<file path="src/rtl/evsamp_pkg.sv">
package evsamp_pkg;
  localparam int NUM_EV   = 4;
  localparam int TYPE_W   = 2;
  localparam int LFSR_W   = 16;
  localparam int RAND_W   = 4;
  localparam int FILT_W   = 4;
  localparam int RAND_MAX = 8;
  localparam logic [LFSR_W-1:0] LFSR_SEED = 16'hACE1;

  typedef enum logic [TYPE_W-1:0] {
    EV_INSTR  = 2'd0,
    EV_BRANCH = 2'd1,
    EV_DMISS  = 2'd2,
    EV_VALUE  = 2'd3
  } ev_kind_e;
endpackage

</file>
<file path="src/rtl/evsamp_lfsr.sv">
module evsamp_lfsr
  import evsamp_pkg::*;
(
  input  logic              clk,
  input  logic              rst_n,
  output logic [LFSR_W-1:0] state
);
  logic [LFSR_W-1:0] state_d;

  always_comb begin
    state_d = {state[LFSR_W-2:0], state[15] ^ state[13] ^ state[12] ^ state[10]};
  end

  always_ff @(posedge clk or negedge rst_n) begin
    if (!rst_n) state <= LFSR_SEED;
    else        state <= state_d;
  end


  lfsr_nonzero_chk: assert property (@(posedge clk) disable iff (!rst_n) state != '0);
endmodule

</file>
<file path="src/rtl/evsamp_qualify.sv">
module evsamp_qualify
  import evsamp_pkg::*;
(
  input  logic              instr_v,
  input  logic              br_v,
  input  logic              br_indirect,
  input  logic              br_cond,
  input  logic              dc_v,
  input  logic [1:0]        dc_level,
  input  logic              val_v,
  input  logic [FILT_W-1:0] br_filt,
  input  logic [FILT_W-1:0] dc_filt,
  output logic [NUM_EV-1:0] hit
);
  logic br_kind_ok;
  logic br_cond_ok;
  logic dc_level_ok;

  always_comb begin
    br_kind_ok  = br_indirect ? br_filt[1] : br_filt[0];
    br_cond_ok  = br_cond     ? br_filt[2] : br_filt[3];
    dc_level_ok = (dc_level >= dc_filt[1:0]);
    hit         = '0;
    hit[EV_INSTR]  = instr_v;
    hit[EV_BRANCH] = br_v & br_kind_ok & br_cond_ok;
    hit[EV_DMISS]  = dc_v & dc_level_ok;
    hit[EV_VALUE]  = val_v;
  end
endmodule

</file>
<file path="src/rtl/evsamp_counter.sv">
module evsamp_counter
  import evsamp_pkg::*;
#(
  parameter int CNT_W  = 16,
  parameter int ADDR_W = 32,
  parameter int DATA_W = 32,
  parameter int MISS_W = 8
) (
  input  logic              clk,
  input  logic              rst_n,
  input  logic              en,
  input  logic              cfg_we,
  input  logic [CNT_W-1:0]  cfg_interval,
  input  logic [RAND_W-1:0] cfg_rand,
  input  logic [FILT_W-1:0] cfg_filter,
  input  logic              hit,
  input  logic [ADDR_W-1:0] hit_pc,
  input  logic [DATA_W-1:0] hit_data,
  input  logic [LFSR_W-1:0] lfsr,
  input  logic              take,
  output logic [FILT_W-1:0] filt_q,
  output logic              pend_q,
  output logic [ADDR_W-1:0] pc_q,
  output logic [DATA_W-1:0] data_q,
  output logic [MISS_W-1:0] miss_q
);
  localparam logic [RAND_W-1:0] RAND_LIM = RAND_W'(RAND_MAX);

  logic              en_q;
  logic [CNT_W-1:0]  cnt_q, cnt_d, reload, rmask, rbits;
  logic [CNT_W-1:0]  interval_q;
  logic [RAND_W-1:0] rand_q, rand_k;
  logic              load, step, fire, cap, cnt_ce, cfg_ce, miss_ce, pend_d;
  logic [MISS_W-1:0] miss_d;

  always_comb begin
    rand_k = (rand_q > RAND_LIM) ? RAND_LIM : rand_q;
    for (int i = 0; i < CNT_W; i++) begin
      rmask[i] = (i < int'(rand_k));
      rbits[i] = lfsr[i % LFSR_W];
    end
    reload = (interval_q & ~rmask) | (rbits & rmask);
  end

  always_comb begin
    load    = en & ~en_q;
    step    = en & ~load & hit;
    fire    = step & (cnt_q <= CNT_W'(1));
    cap     = fire & ~pend_q;
    cnt_ce  = load | step;
    cnt_d   = load ? interval_q : (fire ? reload : cnt_q - 1'b1);
    cfg_ce  = cfg_we & ~en;
    pend_d  = cap | (pend_q & ~take);
    miss_ce = fire & pend_q & ~(&miss_q);
    miss_d  = miss_q + 1'b1;
  end

  always_ff @(posedge clk or negedge rst_n) begin
    if (!rst_n) begin
      en_q       <= 1'b0;
      cnt_q      <= '0;
      pend_q     <= 1'b0;
      miss_q     <= '0;
      interval_q <= '0;
      rand_q     <= '0;
      filt_q     <= '0;
    end else begin
      en_q   <= en;
      pend_q <= pend_d;
      if (cnt_ce)  cnt_q  <= cnt_d;
      if (miss_ce) miss_q <= miss_d;
      if (cfg_ce) begin
        interval_q <= cfg_interval;
        rand_q     <= cfg_rand;
        filt_q     <= cfg_filter;
      end
    end
  end

  always_ff @(posedge clk) begin
    if (cap) begin
      pc_q   <= hit_pc;
      data_q <= hit_data;
    end
  end


  cfg_frozen_chk: assert property (@(posedge clk) disable iff (!rst_n)
    en |=> $stable(interval_q));

  miss_mono_chk: assert property (@(posedge clk) disable iff (!rst_n)
    rst_n |=> (miss_q >= $past(miss_q)));

  idle_quiet_chk: assert property (@(posedge clk) disable iff (!rst_n)
    (!en && !pend_q) |=> !pend_q);

  slot_hold_chk: assert property (@(posedge clk) disable iff (!rst_n)
    (pend_q && !take) |=> (pend_q && $stable(pc_q) && $stable(data_q)));
endmodule

</file>
<file path="src/rtl/evsamp_arbiter.sv">
module evsamp_arbiter
  import evsamp_pkg::*;
#(
  parameter int ADDR_W = 32,
  parameter int DATA_W = 32
) (
  input  logic                          clk,
  input  logic                          rst_n,
  input  logic [NUM_EV-1:0]             pend,
  input  logic [NUM_EV-1:0][ADDR_W-1:0] pc,
  input  logic [NUM_EV-1:0][DATA_W-1:0] data,
  input  logic                          rec_ready,
  output logic                          rec_valid,
  output logic [TYPE_W-1:0]             rec_type,
  output logic [ADDR_W-1:0]             rec_pc,
  output logic [DATA_W-1:0]             rec_data,
  output logic [NUM_EV-1:0]             take
);
  always_comb begin
    rec_type = '0;
    for (int i = NUM_EV - 1; i >= 0; i--) begin
      if (pend[i]) rec_type = TYPE_W'(i);
    end
    rec_valid = |pend;
    rec_pc    = pc[rec_type];
    rec_data  = data[rec_type];
    take      = '0;
    if (rec_valid && rec_ready) take[rec_type] = 1'b1;
  end


  grant_onehot_chk: assert property (@(posedge clk) disable iff (!rst_n) $onehot0(take));

  hold_valid_chk: assert property (@(posedge clk) disable iff (!rst_n)
    (rec_valid && !rec_ready) |=> rec_valid);
endmodule

</file>
<file path="src/rtl/sampling_event_bank.sv">
module sampling_event_bank
  import evsamp_pkg::*;
#(
  parameter int CNT_W  = 16,
  parameter int ADDR_W = 32,
  parameter int DATA_W = 32,
  parameter int MISS_W = 8
) (
  input  logic                     clk,
  input  logic                     rst_n,
  input  logic                     cfg_we,
  input  logic [1:0]               cfg_sel,
  input  logic [CNT_W-1:0]         cfg_interval,
  input  logic [3:0]               cfg_rand,
  input  logic [3:0]               cfg_filter,
  input  logic [3:0]               cnt_en,
  input  logic                     instr_v,
  input  logic [ADDR_W-1:0]        instr_pc,
  input  logic                     br_v,
  input  logic [ADDR_W-1:0]        br_pc,
  input  logic [ADDR_W-1:0]        br_target,
  input  logic                     br_indirect,
  input  logic                     br_cond,
  input  logic                     dc_v,
  input  logic [ADDR_W-1:0]        dc_pc,
  input  logic [DATA_W-1:0]        dc_addr,
  input  logic [1:0]               dc_level,
  input  logic                     val_v,
  input  logic [ADDR_W-1:0]        val_pc,
  input  logic [DATA_W-1:0]        val_data,
  output logic                     rec_valid,
  input  logic                     rec_ready,
  output logic [1:0]               rec_type,
  output logic [ADDR_W-1:0]        rec_pc,
  output logic [DATA_W-1:0]        rec_data,
  output logic [4*MISS_W-1:0]      miss_cnt
);
  logic [LFSR_W-1:0]              lfsr;
  logic [NUM_EV-1:0]              hit, pend, take;
  logic [NUM_EV-1:0][ADDR_W-1:0]  ev_pc, slot_pc;
  logic [NUM_EV-1:0][DATA_W-1:0]  ev_data, slot_data;
  logic [NUM_EV-1:0][FILT_W-1:0]  filt;
  logic [NUM_EV-1:0][MISS_W-1:0]  miss;

  always_comb begin
    ev_pc[EV_INSTR]    = instr_pc;
    ev_data[EV_INSTR]  = '0;
    ev_pc[EV_BRANCH]   = br_pc;
    ev_data[EV_BRANCH] = DATA_W'(br_target);
    ev_pc[EV_DMISS]    = dc_pc;
    ev_data[EV_DMISS]  = dc_addr;
    ev_pc[EV_VALUE]    = val_pc;
    ev_data[EV_VALUE]  = val_data;
  end

  evsamp_lfsr u_lfsr (.clk(clk), .rst_n(rst_n), .state(lfsr));

  evsamp_qualify u_qual (
    .instr_v(instr_v), .br_v(br_v), .br_indirect(br_indirect), .br_cond(br_cond),
    .dc_v(dc_v), .dc_level(dc_level), .val_v(val_v),
    .br_filt(filt[EV_BRANCH]), .dc_filt(filt[EV_DMISS]), .hit(hit)
  );

  for (genvar e = 0; e < NUM_EV; e++) begin : g_cnt
    evsamp_counter #(.CNT_W(CNT_W), .ADDR_W(ADDR_W), .DATA_W(DATA_W), .MISS_W(MISS_W)) u_cnt (
      .clk(clk), .rst_n(rst_n), .en(cnt_en[e]),
      .cfg_we(cfg_we && (cfg_sel == TYPE_W'(e))),
      .cfg_interval(cfg_interval), .cfg_rand(cfg_rand), .cfg_filter(cfg_filter),
      .hit(hit[e]), .hit_pc(ev_pc[e]), .hit_data(ev_data[e]),
      .lfsr(lfsr), .take(take[e]),
      .filt_q(filt[e]), .pend_q(pend[e]), .pc_q(slot_pc[e]),
      .data_q(slot_data[e]), .miss_q(miss[e])
    );
    assign miss_cnt[e*MISS_W +: MISS_W] = miss[e];
  end

  evsamp_arbiter #(.ADDR_W(ADDR_W), .DATA_W(DATA_W)) u_arb (
    .clk(clk), .rst_n(rst_n), .pend(pend), .pc(slot_pc), .data(slot_data),
    .rec_ready(rec_ready), .rec_valid(rec_valid), .rec_type(rec_type),
    .rec_pc(rec_pc), .rec_data(rec_data), .take(take)
  );


  reset_idle_chk: assert property (@(posedge clk) $rose(rst_n) |-> (!rec_valid && miss_cnt == '0));
endmodule

</file>
<file path="config.mk">
export PLATFORM = sky130hd
export DESIGN_NAME = sampling_event_bank
export DESIGN_NICKNAME = d
export VERILOG_FILES = /design/src/rtl/evsamp_pkg.sv /design/src/rtl/evsamp_lfsr.sv /design/src/rtl/evsamp_qualify.sv /design/src/rtl/evsamp_counter.sv /design/src/rtl/evsamp_arbiter.sv /design/src/rtl/sampling_event_bank.sv
export SDC_FILE = /design/constraint.sdc
export NUM_CORES = 1
export LEC_CHECK = 0
export ABC_AREA = 1
export BUFFER_PORTS_ARGS = -buffer_cell sky130_fd_sc_hd__buf_2
export CAP_MARGIN = 30
export CORE_MARGIN = 8
export CORE_UTILIZATION = 38
export DETAILED_ROUTE_END_ITERATION = 10
export PLACE_DENSITY = 0.57
export SLEW_MARGIN = 40
export SYNTH_ARGS = -nofsm -noshare
export SYNTH_HDL_FRONTEND = slang
export SYNTH_HIERARCHICAL = 1
export SYNTH_SLANG_ARGS = --single-unit
</file>
<file path="constraint.sdc">
create_clock -name clk -period 4.3 [get_ports clk]
set_input_delay 0.215 -clock clk [delete_from_list [all_inputs] [get_ports clk]]
set_output_delay 0.215 -clock clk [all_outputs]
set_load 0.1 [all_outputs]
</file>
==> run_results.csv, run 1 <==
group,metric,value,unit
run_status,status,"completed",
clock_network,cts-resized-gates,0,
min_path,hp-class,"in -> async",
logic_synthesis,syn_area,0.0231,mm2
floorplanning,num_rows,90,
routing,drt_iter0_drc,1673,
placement,place_hpwl,52700,um
clock_network,htree_levels,2,
clock_network,cts-buffers-inserted,51,
timing,fin_skew,69.3,ps
cells_and_area,synthToLayoutAreaGrowth,30.0,%
power_and_ir_drop,p_leak,0.0144,uW
global_routing,grt_pass1_wl,117000,um
routing,num_vias,20500,
floorplanning,io-pin-count,365,
timing,max-slew-margin-rel,42.5,%
clock_network,clockBufferDepth,3,
routing,ant_nets,0,
routing,routed_via_density,4.96,
clock_network,holdBufCountCts,253,
setup_path,reg2reg_depth,9,
setup_path,max_stage_delay,760,ps
setup_path,crit_chain,"inv_2 -> nand3_2 -> buf_12 -> nand3_1 -> nand3_1 -> nand2_1 -> buf_2",
global_routing,grt.total_usage,21.2,%
logic_synthesis,synth_warnings,6,
setup_path,critPathRequiredTime,4090,ps
setup_path,path_common_cell,"nand3_1",
clock_network,cts_setup_buffers,0,
clock_network,tritoncts,"yes",
floorplanning,start_util,38.4,%
clock_network,clkLatencyLatePin,630,ps
cells_and_area,layout.nets,3578,
placement,port-buffer-count,364,
routing,drcViolationCount,0,
setup_path,r2r-end,"g_cnt[1].u_cnt/pc_q[4]$_DFFE_PP_",
power_and_ir_drop,vdd_ir_drop_max,321,uV
global_routing,grt_max_degree,132,
clock_network,cts.sinks,462,
job,max-cap-violations,0,
global_routing,grt-ovfl-total,0,
clock_network,cts_root_buf,"clkbuf_16",
routing,firstDrtPassIters,6,
timing,worst_pin_slew,859,ps
routing,wire_per_inst,18.2,um
timing,max_freq,0.254,GHz
power_and_ir_drop,powerDensity,394,mW/mm2
setup_path,arrival,3730,ps
floorplanning,core-area,0.0602,mm2
floorplanning,die_x,263,um
timing,period_needed,3940,ps
floorplanning,fp.dieH,263,um
global_routing,grt_pass1_vias,20900,
setup_path,crit_type,"reg -> out",
timing,drv_slew,0,
logic_synthesis,synthCells,2680,
setup_path,critPathCaptureType,"output port",
clock_network,clkTransAtPathRegs,60,ps
timing,tns,0,ps
setup_path,r2r_start,"g_cnt[1].u_cnt/cnt_q[0]$_DFFE_PN0P_",
setup_path,crit_start,"g_cnt[0].u_cnt/pend_q$_DFF_PN0_",
cells_and_area,drive_above_1_share,17.3,%
cells_and_area,fin_util,49.9,%
timing,rsz0062_at_grt,"no",
setup_path,start_kind,"flip-flop",
setup_path,ff2ff_setup_slack,1370,ps
timing,setup_violations,0,
logic_synthesis,syn_area_per_cell,8.63,um2
routing,postRouteWirelength,75300,um
cells_and_area,fillers,5589,
timing,hold_violations,0,
setup_path,crit_fanout,35,
placement,gp_congestion,0.920,
timing,period_share,91.7,%
setup_path,critPathSlowestCell,"nand3_2",
global_routing,antenna_found_initial,20,
floorplanning,dieArea,0.0690,mm2
## registers in the layout, summed over array words and instances (netlist names)
register and cells:
u_lfsr/state 16, g_cnt.u_cnt/filt_q 6, g_cnt.u_cnt/rand_q 16, g_cnt.u_cnt/data_q 128, g_cnt.u_cnt/pc_q 128, g_cnt.u_cnt/pend_q 4, g_cnt.u_cnt/miss_q 32, g_cnt.u_cnt/interval_q 64
g_cnt.u_cnt/en_q 4, g_cnt.u_cnt/cnt_q 64
## per-stage QoR
step	hold WS (ps)	setup WS, ps	cell area [um2]	instances	power [uW]
after global routing	98.4	139	30100	4140	12500
final	92.4	358	30100	4142	11900
after global placement	333	1160	25700	3772	7200
after detailed placement	337	1060	25700	3772	7240
after floorplan	-80.6	773	23200	2711	6650
after CTS	104	411	30000	4121	12000
## worst max-delay path, delay by kind of cell, from the launching register on
kind	cells	cell delay [ps]
buffers and inverters	3	1480
and+or+nand+nor	4	1080
DFF	1	530
## worst max-delay path by stage
| stage | end | cells past startpoint |
|---|---|---|
| floorplan | g_cnt[2].u_cnt/data_q[0]$_DFFE_PP_ | 13 |
| global placement | rec_pc[3] | 7 |
| detailed placement | rec_pc[5] | 7 |
| CTS | rec_pc[5] | 7 |
| global route | rec_pc[7] | 7 |
| finish | rec_pc[7] | 7 |
## power breakdown
group	switching, uW	internal, uW	total, uW	leakage (uW)
combinational	1280	780	2060	0.00881
sequential	307	5010	5310	0.00472
clock	1910	2580	4490	0.000835
total	3490	8370	11900	0.0144
## cell type report
| class | count | area, um2 | share of cell area (%) |
|---|---|---|---|
| Sequential cell | 462 | 12900 | 42.8 |
| Multi-Input combinational cell | 1682 | 8080 | 26.9 |
| Timing Repair Buffer | 641 | 4650 | 15.5 |
| Inverter | 460 | 1730 | 5.75 |
| Clock buffer | 62 | 1370 | 4.55 |
| Tap cell | 782 | 978 | 3.25 |
| Clock inverter | 34 | 354 | 1.18 |
| Antenna cell | 19 | 47.5 | 0.158 |
## routing by layer
layer | global-route usage (%) | vias to the layer above | wire length (um)
li1 | - | 9794 | -
met1 | 26.6 | 9754 | 31600
met2 | 35.4 | 790 | 35600
met3 | 4.46 | 196 | 5220
met4 | 8.37 | 2 | 2890
met5 | 0 | - | 10
## layout by cell type, fill, tap and decap left out, types with 5 or more instances in the layout
cell type,instances
dlygate4sd3_1,253
nor2_1,204
nor2_2,23
dfrtp_1,197
buf_12,6
ha_1,14
clkbuf_1,6
dfstp_2,8
a21oi_1,68
nand3_1,418
clkbuf_16,51
inv_2,7
clkinvlp_4,5
buf_2,363
o21ai_1,16
buf_4,15
xor2_1,24
mux2_2,18
bufinv_16,5
nand2_1,669
o22ai_1,16
diode_2,19
o21ai_0,68
clkbuf_8,5
nand3b_1,8
clkinv_1,7
xnor2_1,13
edfxtp_1,256
inv_1,452
nor3_1,10
o211ai_1,20
nand4_1,8
nor2_4,17
conb_1,32
nand2_2,17
clkinv_2,12
(Power assumes the default switching activity.)
==> run 2, diff against run 1 <==
CORE_UTILIZATION = 30   (was 38)
PLACE_DENSITY = 0.47   (was 0.57)
==> run_results.csv, run 2 (synthesized netlist as in run 1, its figures left out) <==
group,metric,value,unit
run_status,status,"completed",
global_routing,grt_pass1_vias,20600,
clock_network,clkLatencyLatePin,610,ps
job,max-cap-violations,0,
timing,fin_ws,691,ps
routing,firstDrtPassIters,5,
setup_path,arrival,3390,ps
timing,setup_violations,0,
cells_and_area,fillers,7692,
floorplanning,core-area,0.0761,mm2
setup_path,crit_chain,"inv_2 -> nand3_2 -> buf_4 -> nand3_1 -> nand3_1 -> nand2_1 -> buf_2",
routing,num_vias,20200,
setup_path,critPathRequiredTime,4090,ps
clock_network,cts.sinks,462,
clock_network,holdBufCountCts,252,
global_routing,grt.total_usage,17.8,%
power_and_ir_drop,netSwitchingFraction,29.2,%
placement,gp_congestion,0.894,
floorplanning,start_util,30.4,%
setup_path,path_common_cell,"nand3_1",
routing,drcViolationCount,0,
floorplanning,io-pin-count,365,
placement,place_hpwl,55900,um
clock_network,tritoncts,"yes",
floorplanning,dieArea,0.0862,mm2
setup_path,crit_fanout,28,
power_and_ir_drop,power_frac_comb,16.9,%
cells_and_area,final_cell_mix,"669 x nand2_1, 452 x inv_1, 418 x nand3_1, 354 x buf_2, 256 x edfxtp_1",
setup_path,critPathSlowestCell,"inv_2",
timing,rsz0062_at_grt,"no",
timing,max_freq,0.277,GHz
timing,hold_violations,0,
timing,tns,0,ps
clock_network,clockBufferDepth,3,
routing,routed_via_density,4.61,
clock_network,htree_levels,2,
floorplanning,num_rows,101,
power_and_ir_drop,switchingPower,3550,uW
power_and_ir_drop,powerDensity,398,mW/mm2
clock_network,cts_setup_buffers,0,
global_routing,antenna_found_initial,20,
routing,drt_iter0_drc,1464,
timing,fin_skew,30.8,ps
power_and_ir_drop,p_int,8620,uW
power_and_ir_drop,p_leak,0.0145,uW
cells_and_area,drive_above_1_share,17.3,%
routing,wire_per_inst,18.0,um
timing,period_share,83.9,%
global_routing,grt_max_degree,132,
placement,pre_cts_ws,1360,ps
setup_path,critPathCaptureType,"output port",
power_and_ir_drop,vdd_ir_drop_max,356,uV
clock_network,cts-resized-gates,0,
global_routing,grt-ovfl-total,0,
clock_network,cts_root_buf,"clkbuf_16",
power_and_ir_drop,p_total,12200,uW
timing,period_needed,3610,ps
placement,port-buffer-count,364,
min_path,hp-class,"in -> reg",
cells_and_area,largestRegisters,"g_cnt.u_cnt/data_q (128), g_cnt.u_cnt/pc_q (128)",
setup_path,max_stage_delay,550,ps
routing,postRouteWirelength,78900,um
timing,max-slew-margin-rel,44.5,%
cells_and_area,layout_commonest_cell,"nand2_1",
floorplanning,die_x,294,um
global_routing,grt_pass1_wl,121000,um
cells_and_area,layout.nets,3580,
timing,worst_pin_slew,829,ps
timing,drv_slew,0,
setup_path,start_kind,"flip-flop",
clock_network,clkTransAtPathRegs,60,ps
power_and_ir_drop,p_clk_share,39.4,%
floorplanning,fp.dieH,294,um
cells_and_area,synthToLayoutAreaGrowth,32.4,%
setup_path,crit_type,"reg -> out",
power_and_ir_drop,power_frac_seq,43.7,%
clock_network,cts-buffers-inserted,55,
routing,ant_nets,0,
run 2: power groups by stage:
stage | sequential, uW | clock [uW] | combinational, uW
5_1_grt | 5360 | 5120 | 2340
4_1_cts | 5310 | 4950 | 2070
3_5_place_dp | 5400 | 0 | 1860
6_report | 5320 | 4800 | 2060
2_1_floorplan | 5310 | 0 | 1340
3_3_place_gp | 5390 | 0 | 1840
run 2: final cells by class:
type | instances | area (um2) | share of cell area (%)
flip-flops and latches | 462 | 12900 | 42.0
inverters | 460 | 1730 | 5.64
diodes | 15 | 37.5 | 0.123
well taps | 1030 | 1290 | 4.21
clock buffers | 73 | 1470 | 4.82
repair buffers | 639 | 4780 | 15.6
clock inverters | 28 | 352 | 1.15
multi-input cells | 1682 | 8090 | 26.4
run 2: critical path: cells and delay by family (launching register included):
kind / cells / cell delay [ps]
buffers and inverters: 3 / 1400
DFF: 1 / 530
and+or+nand+nor: 4 / 850
run 2: metrics by stage:
stage	std cells	hold WS, ps	utilization, %	cell area, um2
floorplan	2711	-80.6	-	23200
global placement	4019	336	34.4	26100
detailed placement	4021	214	34.5	26200
CTS	4374	7.57	40.2	30600
global route	4386	4.36	40.2	30600
finish	4389	45.9	40.2	30600
run 2: final timing paths:
| check | from | to | slack, ps | depth (start not counted) |
|---|---|---|---|---|
| worst max-delay path | g_cnt[0].u_cnt/pend_q$_DFF_PN0_ | rec_pc[20] | 690 | 7 |
| worst min-delay path | cfg_interval[4] | g_cnt[1].u_cnt/interval_q[4]$_DFFE_PN0P_ | 50 | 2 |
| worst max register to register | g_cnt[1].u_cnt/cnt_q[0]$_DFFE_PN0P_ | g_cnt[1].u_cnt/pc_q[10]$_DFFE_PP_ | 1550 | 9 |
| worst min register to register | u_lfsr/state[9]$_DFF_PN0_ | u_lfsr/state[10]$_DFF_PN1_ | 350 | 0 |
| max in group asynchronous | rst_n | g_cnt[3].u_cnt/miss_q[7]$_DFFE_PN0P_ | 3290 | 3 |
| min in group asynchronous | rst_n | g_cnt[1].u_cnt/interval_q[12]$_DFFE_PN0P_ | 140 | 2 |
run 2: routing by layer:
metal  track usage, %  routed length, um  vias up
li1                 -                  -     9791
met1             23.3              34300     9625
met2             29.5              37300      675
met3             3.82               5140      144
met4             5.12               2160       10
met5                0                 58        -
